**config.mk**
```make
export PLATFORM = sky130hd
export DESIGN_NAME = mbus_slave
export DESIGN_NICKNAME = d
export VERILOG_FILES = /design/src/rtl/mbus_pkg.sv /design/src/rtl/mbus_sync.sv /design/src/rtl/mbus_regfile.sv /design/src/rtl/mbus_slave.sv
export SDC_FILE = /design/constraint.sdc
export NUM_CORES = 1
export LEC_CHECK = 0
export CORE_MARGIN = 8
export CORE_UTILIZATION = 55
export DETAILED_ROUTE_END_ITERATION = 10
export DONT_BUFFER_PORTS = 1
export PLACE_DENSITY_LB_ADDON = 0.12
export SLEW_MARGIN = 15
export SYNTH_ARGS = -nofsm -noshare
export SYNTH_HDL_FRONTEND = slang
export SYNTH_SLANG_ARGS = --single-unit
```
**constraint.sdc**
```tcl
create_clock -name clk -period 5.6 [get_ports clk]
set_input_delay 1.4 -clock clk [delete_from_list [all_inputs] [get_ports clk]]
set_output_delay 1.4 -clock clk [all_outputs]
set_load 0.01 [all_outputs]
```
**src/rtl/mbus_pkg.sv**
```systemverilog
package mbus_pkg;

    typedef enum logic {
        BUS_RWSTROBE = 1'b0,
        BUS_DSTROBE  = 1'b1
    } bus_mode_e;

endpackage

```
**src/rtl/mbus_sync.sv**
```systemverilog
module mbus_sync #(
    parameter int             W   = 1,
    parameter logic [W-1:0]   RST = '0
) (
    input  logic         clk,
    input  logic         rst_n,
    input  logic [W-1:0] d_i,
    output logic [W-1:0] q_o
);

    logic [W-1:0] s1_q, s1_d;
    logic [W-1:0] s2_q, s2_d;

    always_comb begin
        s1_d = d_i;
        s2_d = s1_q;
    end

    always_ff @(posedge clk or negedge rst_n) begin
        if (!rst_n) begin
            s1_q <= RST;
            s2_q <= RST;
        end else begin
            s1_q <= s1_d;
            s2_q <= s2_d;
        end
    end

    assign q_o = s2_q;

endmodule

```
**src/rtl/mbus_regfile.sv**
```systemverilog
module mbus_regfile #(
    parameter int BW     = 8,
    parameter int N_CTRL = 5,
    parameter int N_STAT = 3
) (
    input  logic                   clk,
    input  logic                   rst_n,
    input  logic                   we_i,
    input  logic [BW-1:0]          addr_i,
    input  logic [BW-1:0]          wdata_i,
    input  logic [N_STAT*BW-1:0]   stat_i,
    output logic [N_CTRL*BW-1:0]   ctrl_o,
    output logic [BW-1:0]          rdata_o
);

    localparam int N_REG = N_CTRL + N_STAT;

    logic [BW-1:0] ctrl_q [N_CTRL];
    logic [BW-1:0] ctrl_d [N_CTRL];

    always_comb begin
        for (int i = 0; i < N_CTRL; i++) begin
            ctrl_d[i] = ctrl_q[i];
            if (we_i && addr_i == BW'(i)) begin
                ctrl_d[i] = wdata_i;
            end
        end
    end

    always_ff @(posedge clk or negedge rst_n) begin
        if (!rst_n) begin
            for (int i = 0; i < N_CTRL; i++) ctrl_q[i] <= '0;
        end else begin
            for (int i = 0; i < N_CTRL; i++) ctrl_q[i] <= ctrl_d[i];
        end
    end

    always_comb begin
        rdata_o = '0;
        for (int i = 0; i < N_CTRL; i++) begin
            if (addr_i == BW'(i)) rdata_o = ctrl_q[i];
        end
        for (int k = 0; k < N_STAT; k++) begin
            if (addr_i == BW'(N_CTRL + k)) rdata_o = stat_i[k*BW +: BW];
        end
    end

    generate
        for (genvar g = 0; g < N_CTRL; g++) begin : g_ctrl
            assign ctrl_o[g*BW +: BW] = ctrl_q[g];

            AST_CTRL_TAKES_WRITE: assert property (@(posedge clk) disable iff (!rst_n)
                (we_i && addr_i == BW'(g)) |=> ctrl_o[g*BW +: BW] == $past(wdata_i))
                else $error("control register %0d missed a write", g);
        end
    endgenerate

    AST_RO_WRITE_IGNORED: assert property (@(posedge clk) disable iff (!rst_n)
        (we_i && addr_i >= BW'(N_CTRL) && addr_i < BW'(N_REG)) |=> $stable(ctrl_o))
        else $error("write to status address changed a control register");

endmodule

```
**src/rtl/mbus_slave.sv**
```systemverilog
module mbus_slave
    import mbus_pkg::*;
#(
    parameter int BW     = 8,
    parameter int N_CTRL = 5,
    parameter int N_STAT = 3
) (
    input  logic                   clk,
    input  logic                   rst_n,
    input  logic [BW-1:0]          ad_i,
    input  logic                   latch_i,
    input  logic                   strb_a_n_i,
    input  logic                   strb_b_i,
    input  logic [N_STAT*BW-1:0]   stat_i,
    output logic [N_CTRL*BW-1:0]   ctrl_o,
    output logic [BW-1:0]          ad_o,
    output logic                   ad_oe_o
);

    localparam int         N_REG    = N_CTRL + N_STAT;
    localparam logic [2:0] SYNC_RST = 3'b011;   // {latch, strobe a, strobe b}

    typedef struct packed {
        logic [2:0]  prev;
        bus_mode_e   mode;
        logic [BW-1:0] addr;
        logic        we;
        logic [BW-1:0] wdata;
        logic        oe;
        logic [BW-1:0] dout;
    } st_t;

    localparam st_t ST_RST = '{prev: SYNC_RST, mode: BUS_RWSTROBE, addr: '0,
                               we: 1'b0, wdata: '0, oe: 1'b0, dout: '0};

    st_t q, d;

    logic [2:0]    raw_s;
    logic [2:0]    syn_s;
    logic          lat_s, a_s, b_s;
    logic          lat_fall, a_rise, b_rise;
    logic          wr_ev, rd_now;
    logic [BW-1:0] rdata;

    assign raw_s = {latch_i, strb_a_n_i, strb_b_i};

    mbus_sync #(.W(3), .RST(SYNC_RST)) u_sync (
        .clk   (clk),
        .rst_n (rst_n),
        .d_i   (raw_s),
        .q_o   (syn_s)
    );

    mbus_regfile #(.BW(BW), .N_CTRL(N_CTRL), .N_STAT(N_STAT)) u_regs (
        .clk     (clk),
        .rst_n   (rst_n),
        .we_i    (q.we),
        .addr_i  (q.addr),
        .wdata_i (q.wdata),
        .stat_i  (stat_i),
        .ctrl_o  (ctrl_o),
        .rdata_o (rdata)
    );

    always_comb begin
        lat_s    = syn_s[2];
        a_s      = syn_s[1];
        b_s      = syn_s[0];
        lat_fall = q.prev[2] & ~lat_s;
        a_rise   = ~q.prev[1] & a_s;
        b_rise   = ~q.prev[0] & b_s;

        if (q.mode == BUS_DSTROBE) begin
            wr_ev  = a_rise & ~b_s;
            rd_now = ~a_s & b_s & ~lat_s;
        end else begin
            wr_ev  = b_rise;
            rd_now = ~a_s & ~lat_s;
        end

        d      = q;
        d.prev = syn_s;
        d.we   = 1'b0;

        if (lat_fall) begin
            d.addr = ad_i;
            d.mode = (~b_s & a_s) ? BUS_DSTROBE : BUS_RWSTROBE;
        end else if (wr_ev && !lat_s) begin
            d.we    = 1'b1;
            d.wdata = ad_i;
        end

        d.oe   = rd_now;
        d.dout = rd_now ? rdata : '0;
    end

    always_ff @(posedge clk or negedge rst_n) begin
        if (!rst_n) q <= ST_RST;
        else        q <= d;
    end

    assign ad_o    = q.dout;
    assign ad_oe_o = q.oe;

    AST_MODE_HELD: assert property (@(posedge clk) disable iff (!rst_n)
        !lat_fall |=> $stable(q.mode))
        else $error("bus style changed outside an address latch");

    AST_WRITE_SINGLE: assert property (@(posedge clk) disable iff (!rst_n)
        q.we |=> !q.we)
        else $error("one strobe release produced two writes");

    AST_UNMAPPED_ZERO: assert property (@(posedge clk) disable iff (!rst_n)
        (ad_oe_o && $past(q.addr) >= BW'(N_REG)) |-> ad_o == '0)
        else $error("unmapped read returned nonzero data");

    AST_NO_DRIVE_ON_WRITE: assert property (@(posedge clk) disable iff (!rst_n)
        (q.mode == BUS_DSTROBE && !b_s) |=> !ad_oe_o)
        else $error("bus driven while direction line selects write");

endmodule

```
==> results of run 1 <==
final cells by class:
| cell class | count | area [um^2] |
|---|---|---|
| Clock buffer | 10 | 138 |
| Clock inverter | 6 | 71.3 |
| Fill cell | 509 | 2560 |
| Inverter | 3 | 11.3 |
| Multi-Input combinational cell | 159 | 1390 |
| Sequential cell | 76 | 1910 |
| Tap cell | 77 | 96.3 |
| Timing Repair Buffer | 3 | 22.5 |
cell families (layout without fill, tap and decap cells):
| logic type | after synthesis | in the layout | share of synthesized area, % |
|---|---|---|---|
| compound gates | 33 | 33 | 6.26 |
| buf+inv | 28 | 22 | 4.00 |
| flops | 76 | 76 | 55.5 |
| mux | 71 | 71 | 23.4 |
| simple gates | 55 | 55 | 10.8 |
registers in the layout, indices dropped and copies added (netlist names):
register and cells:
u_sync.q_o 3, u_sync.s1_q 3, u_regs.ctrl_o 40, ad_o 8, ad_oe_o 1, q 21
final timing paths:
path | startpoint | to | slack (ns) | cells past startpoint
setup / recovery | u_regs.ctrl_o[39]$_DFFE_PN0P_ | ctrl_o[39] | 3.38 | 0
hold / removal | u_sync.s1_q[2]$_DFF_PN0_ | u_sync.q_o[2]$_DFF_PN0_ | 0.36 | 0
setup reg to reg | q[19]$_DFFE_PN0P_ | ad_o[6]$_DFF_PN0_ | 3.44 | 5
hold reg to reg | u_sync.s1_q[2]$_DFF_PN0_ | u_sync.q_o[2]$_DFF_PN0_ | 0.36 | 0
max in group asynchronous | rst_n | u_sync.s1_q[1]$_DFF_PN1_ | 4.66 | 0
min in group asynchronous | rst_n | ad_o[0]$_DFF_PN0_ | 0.74 | 0
per-stage QoR:
step	instance area [um^2]	util [%]	hold WS, ns	setup slack, ns
6_report	3640	58.7	0.357	3.38
5_1_grt	3640	58.7	0.367	3.26
4_1_cts	3640	58.7	0.359	3.37
3_5_place_dp	3430	55.3	0.340	3.33
3_3_place_gp	3430	55.3	0.332	3.35
2_1_floorplan	3440	-	0.331	3.39
per-layer routing:
layer	routed length, um	track usage, %	vias to the layer above
met3	712	6.85	8
met1	3290	22.8	1043
met2	3410	25.0	64
li1	-	-	929
met4	78	7.28	0
met5	0	0	-
cell usage in the layout, fill, tap and decap left out, drive strengths merged, types with 6 or more instances in the layout:
master and instances:
nor2b 8, a211oi 13, dfstp 6, nor2 6, dfrtp 70, clkbuf 10
mux2 56, mux2i 13, nor3b 11, a21oi 12, nand2 6
power breakdown:
group / internal (mW) / switching, mW / total [mW]
Combinational: 0.0709 / 0.0697 / 0.141
Sequential: 0.589 / 0.0590 / 0.648
Clock: 0.222 / 0.209 / 0.431
Total: 0.882 / 0.338 / 1.22
==> flow_summary.ini, run 1 <==
[floorplanning]
die_w_um = 95.1
fp.dieH_um = 95.1
io_pins = 86
design.core.area_um2 = 6200
row_count = 29
die_area_um2 = 9040
initial_core_util_pct = 55.4

[detailed_routing]
first_pass_iters = 4
vias_per_cell = 6.12
drc = 0
drt-total-wl_um = 7480
drtAntennaViolNets = 0
drt-initial-drc-count = 108
drt-wirelength-per-cell_um = 22.4
vias = 2044

[logic_synthesis]
synth_top_area_cell = dfrtp_1
synth_edf_count = 0
synth_nets = 300
yosys.area.top_type_share_pct = 50.9
synth-async-reset-ratio_pct = 100
ys_seq_area_share_pct = 55.5
synth.most_common_cell = dfrtp_1
ys_types = 36
synth_common_cells = dfrtp_1 (70), mux2_2 (56), a211oi_1 (13), mux2i_1 (13)
synthCells = 263
netlist_area_um2 = 3440
syn_avg_cell_area_um2 = 13.1
synth_area_leaders = dfrtp_1 (51%), mux2_2 (18%), dfstp_2 (4.6%)
synth-main-ff-cell = dfrtp_1
synth-seq-cells = 76
yosysWarnings = 0

[grt]
grt_pass1_wl_um = 11800
grt_max_degree = 77
grt_pass1_vias = 2075
grt-ovfl-total = 0
antenna_found_initial = 0
grt_usage_pct = 17.4

[power]
p_leak_nw = 1.65
ir_worst_vdd_mv = 0.194
p_per_area_nw_per_um2 = 335
finalPower_mw = 1.22

[clocking]
cts_tree = built
ctsHoldBuffers = 0
cts_buffers = 9
clk_pin_slew_ns = 0.08
cts-resized-gates = 0
root_buffer = clkbuf_8
cts.sinks = 76
h-tree-depth = 3
insertion_delay_ns = 0.35
clk_path_buf_depth = 2
post_cts_buffers = 0

[timing]
tightest_slew_ns = 0.890
setup_viol = 0
max_freq_ghz = 0.451
hold_violations = 0
timing.final.crit_period_ns = 2.22
fin_crit_sh_pct = 39.6
clock_skew_ns = 0.00945
drv_slew = 0
fin_setup_tns_ns = 0
slew_headroom_pct = 40.6
rsz0062_at_grt = no

[finish]
syn_to_final_growth_pct = 5.86
antenna_cells = 0
fin_cells = 334
drive_gt1_share_pct = 35.4
nets = 289

[critical_path]
worstPathMaxFanout = 3
cp.required_ns = 4.20
critPathCaptureType = primary output
worstPathArrival_ns = 0.82
path_class = register to primary output
start_kind = register

[placed_design]
gp_congestion = 0.753
dp.final_hpwl_um = 5300
io_buffers = 0
dp_cells = 318

[status]
outcome = finished, final reports clean

[hold_path]
hp-class = register to register

[job]
maxCapViolCount = 0
Power figures use the tool's default switching activity.
==> run 2, diff against run 1 <==
clock period = 2.15 ns   (was 5.6 ns; I/O delays follow)
==> run 2 against run 1 <==
Via count decreased by 0.20%. Sequential share of layout area decreased by 0.99 points. The flow now finishes with violations (hold timing). Final cell count increased by 2.4%. Largest cell class unchanged. First-iteration DRC count decreased by 2.8%. Critical path depth increased by 5. Register-to-register slack got worse by 3.4 ns. Utilization increased by 1.1 points. Count of clock-buffer cells in the layout unchanged. Setup slack got worse by 3.3 ns. Combinational power increased to 2.7 times the previous value. Final area increased by 1.9%.
==> flow_summary.ini, run 2 (same netlist as run 1, synthesis figures left out) <==
[timing]
whs_ns = -0.120
clock_skew_ns = 0.00818
tightest_slew_ns = 0.519
drv_slew = 0
slew_headroom_pct = 65.2
max_freq_ghz = 0.484
fin_setup_tns_ns = 0
setup_viol = 0
worst_slack_ns = 0.0835
timing.final.crit_period_ns = 2.07
rsz0062_at_grt = yes
hold_violations = 70
fin_crit_sh_pct = 96.1

[floorplanning]
design.core.area_um2 = 6200
io_pins = 86
die_area_um2 = 9040
initial_core_util_pct = 55.4
fp.dieH_um = 95.1
row_count = 29
die_w_um = 95.1

[power]
p_leak_nw = 1.71
ir_worst_vdd_mv = 0.603
finalPower_mw = 3.20
p_per_area_nw_per_um2 = 861

[grt]
grt_pass1_wl_um = 12000
grt_usage_pct = 17.4
met3_usage_pct = 7.09
antenna_found_initial = 0
gr-usage-met1_pct = 22.8
use_met2_pct = 25.1
grt_busiest_layer = met2
grt-ovfl-total = 0
grt_pass1_vias = 2160
grt_max_degree = 77

[critical_path]
path_class = register to register
worstPathMaxFanout = 8
critPathCaptureType = register
start_kind = register
worstPathArrival_ns = 2.30
cp.required_ns = 2.38

[detailed_routing]
vias_per_cell = 5.96
drt-initial-drc-count = 105
first_pass_iters = 4
vias = 2040
drt-total-wl_um = 7530
drt-wirelength-per-cell_um = 22.0
drtAntennaViolNets = 0
drc = 0

[status]
outcome = complete, but fails checks
failed_checks = hold timing

[clocking]
cts.sinks = 76
root_buffer = clkbuf_8
cts_buffers = 9
clk_path_buf_depth = 2
h-tree-depth = 3
clk_pin_slew_ns = 0.09
cts_tree = built
insertion_delay_ns = 0.34

[placed_design]
io_buffers = 0
gp_congestion = 0.758
dpl_cell_area_um2 = 3480
dp.final_hpwl_um = 5310
place_ws_ns = 0.00943

[finish]
final_common_cell = dfrtp_1
drive_gt1_share_pct = 37.4
fill_cells = 502
stdcell_area_um2 = 3710
nets = 297
antenna_cells = 0
layout_common_cells = dfrtp_1 (70), mux2_2 (56), a211oi_1 (13), mux2i_1 (13), a21oi_1 (12)
largest_reg_flops = 40
syn_to_final_growth_pct = 7.89

[job]
maxCapViolCount = 0

[hold_path]
hp-class = primary input to async pin
## run 2: cell types whose count changed in the layout (fill, tap and decap cells not counted)
cell / delta
nand3b_4: +1
nand3b_2: -1
inv_6: -1
clkinv_4: +2
buf_4: +8
clkinvlp_4: -1
## run 2: metrics by stage
step	util (%)	std cells
6_report	59.8	342
5_1_grt	59.8	342
4_1_cts	59.4	340
3_5_place_dp	56.0	324
3_3_place_gp	56.0	324
2_1_floorplan	-	263
## run 2: critical path, cell delays in order, from the launching register on
cell	delay [ns]
dfrtp_1	0.38
or4_4	0.56
nor4b_4	0.35
buf_4	0.19
nand2_2	0.16
mux2_2	0.33
## run 2: final cells by class
cell class	instances	area, um^2	area share (%)
Multi-Input combinational cell	159	1400	37.8
Inverter	3	11.3	0.303
Timing Repair Buffer	11	82.6	2.23
Clock inverter	6	72.6	1.96
Sequential cell	76	1910	51.4
Clock buffer	10	138	3.71
Tap cell	77	96.3	2.60
## run 2: final timing paths
check	end	cells after the start	from	slack, ns
worst max-delay path	u_regs.ctrl_o[1]$_DFFE_PN0P_	5	q[23]$_DFFE_PN0P_	0.08
worst min-delay path	ad_o[0]$_DFF_PN0_	0	rst_n	-0.12
worst max register to register	u_regs.ctrl_o[1]$_DFFE_PN0P_	5	q[23]$_DFFE_PN0P_	0.08
worst min register to register	u_sync.q_o[2]$_DFF_PN0_	0	u_sync.s1_q[2]$_DFF_PN0_	0.35
max in group asynchronous	u_sync.s1_q[1]$_DFF_PN1_	0	rst_n	2.05
min in group clk	u_sync.s1_q[0]$_DFF_PN1_	0	strb_b_i	0.19
## run 2: power breakdown
| group | internal, mW | total [mW] | leakage (nW) | switching [mW] |
|---|---|---|---|---|
| Clock | 0.578 | 1.13 | 0.103 | 0.550 |
| Combinational | 0.198 | 0.384 | 0.612 | 0.186 |
| Sequential | 1.53 | 1.68 | 0.990 | 0.150 |
## run 2: what timing repair did
item,in CTS,in global routing
setup endpoints to repair,0,29
hold endpoints to repair,70,70
gates resized for setup,0,1
buffers inserted,0,2
## run 2: layer usage
layer | vias up | wire (um)
met5 | - | 0
met4 | 0 | 66
met3 | 8 | 789
met2 | 61 | 3390
met1 | 1022 | 3280
li1 | 949 | -
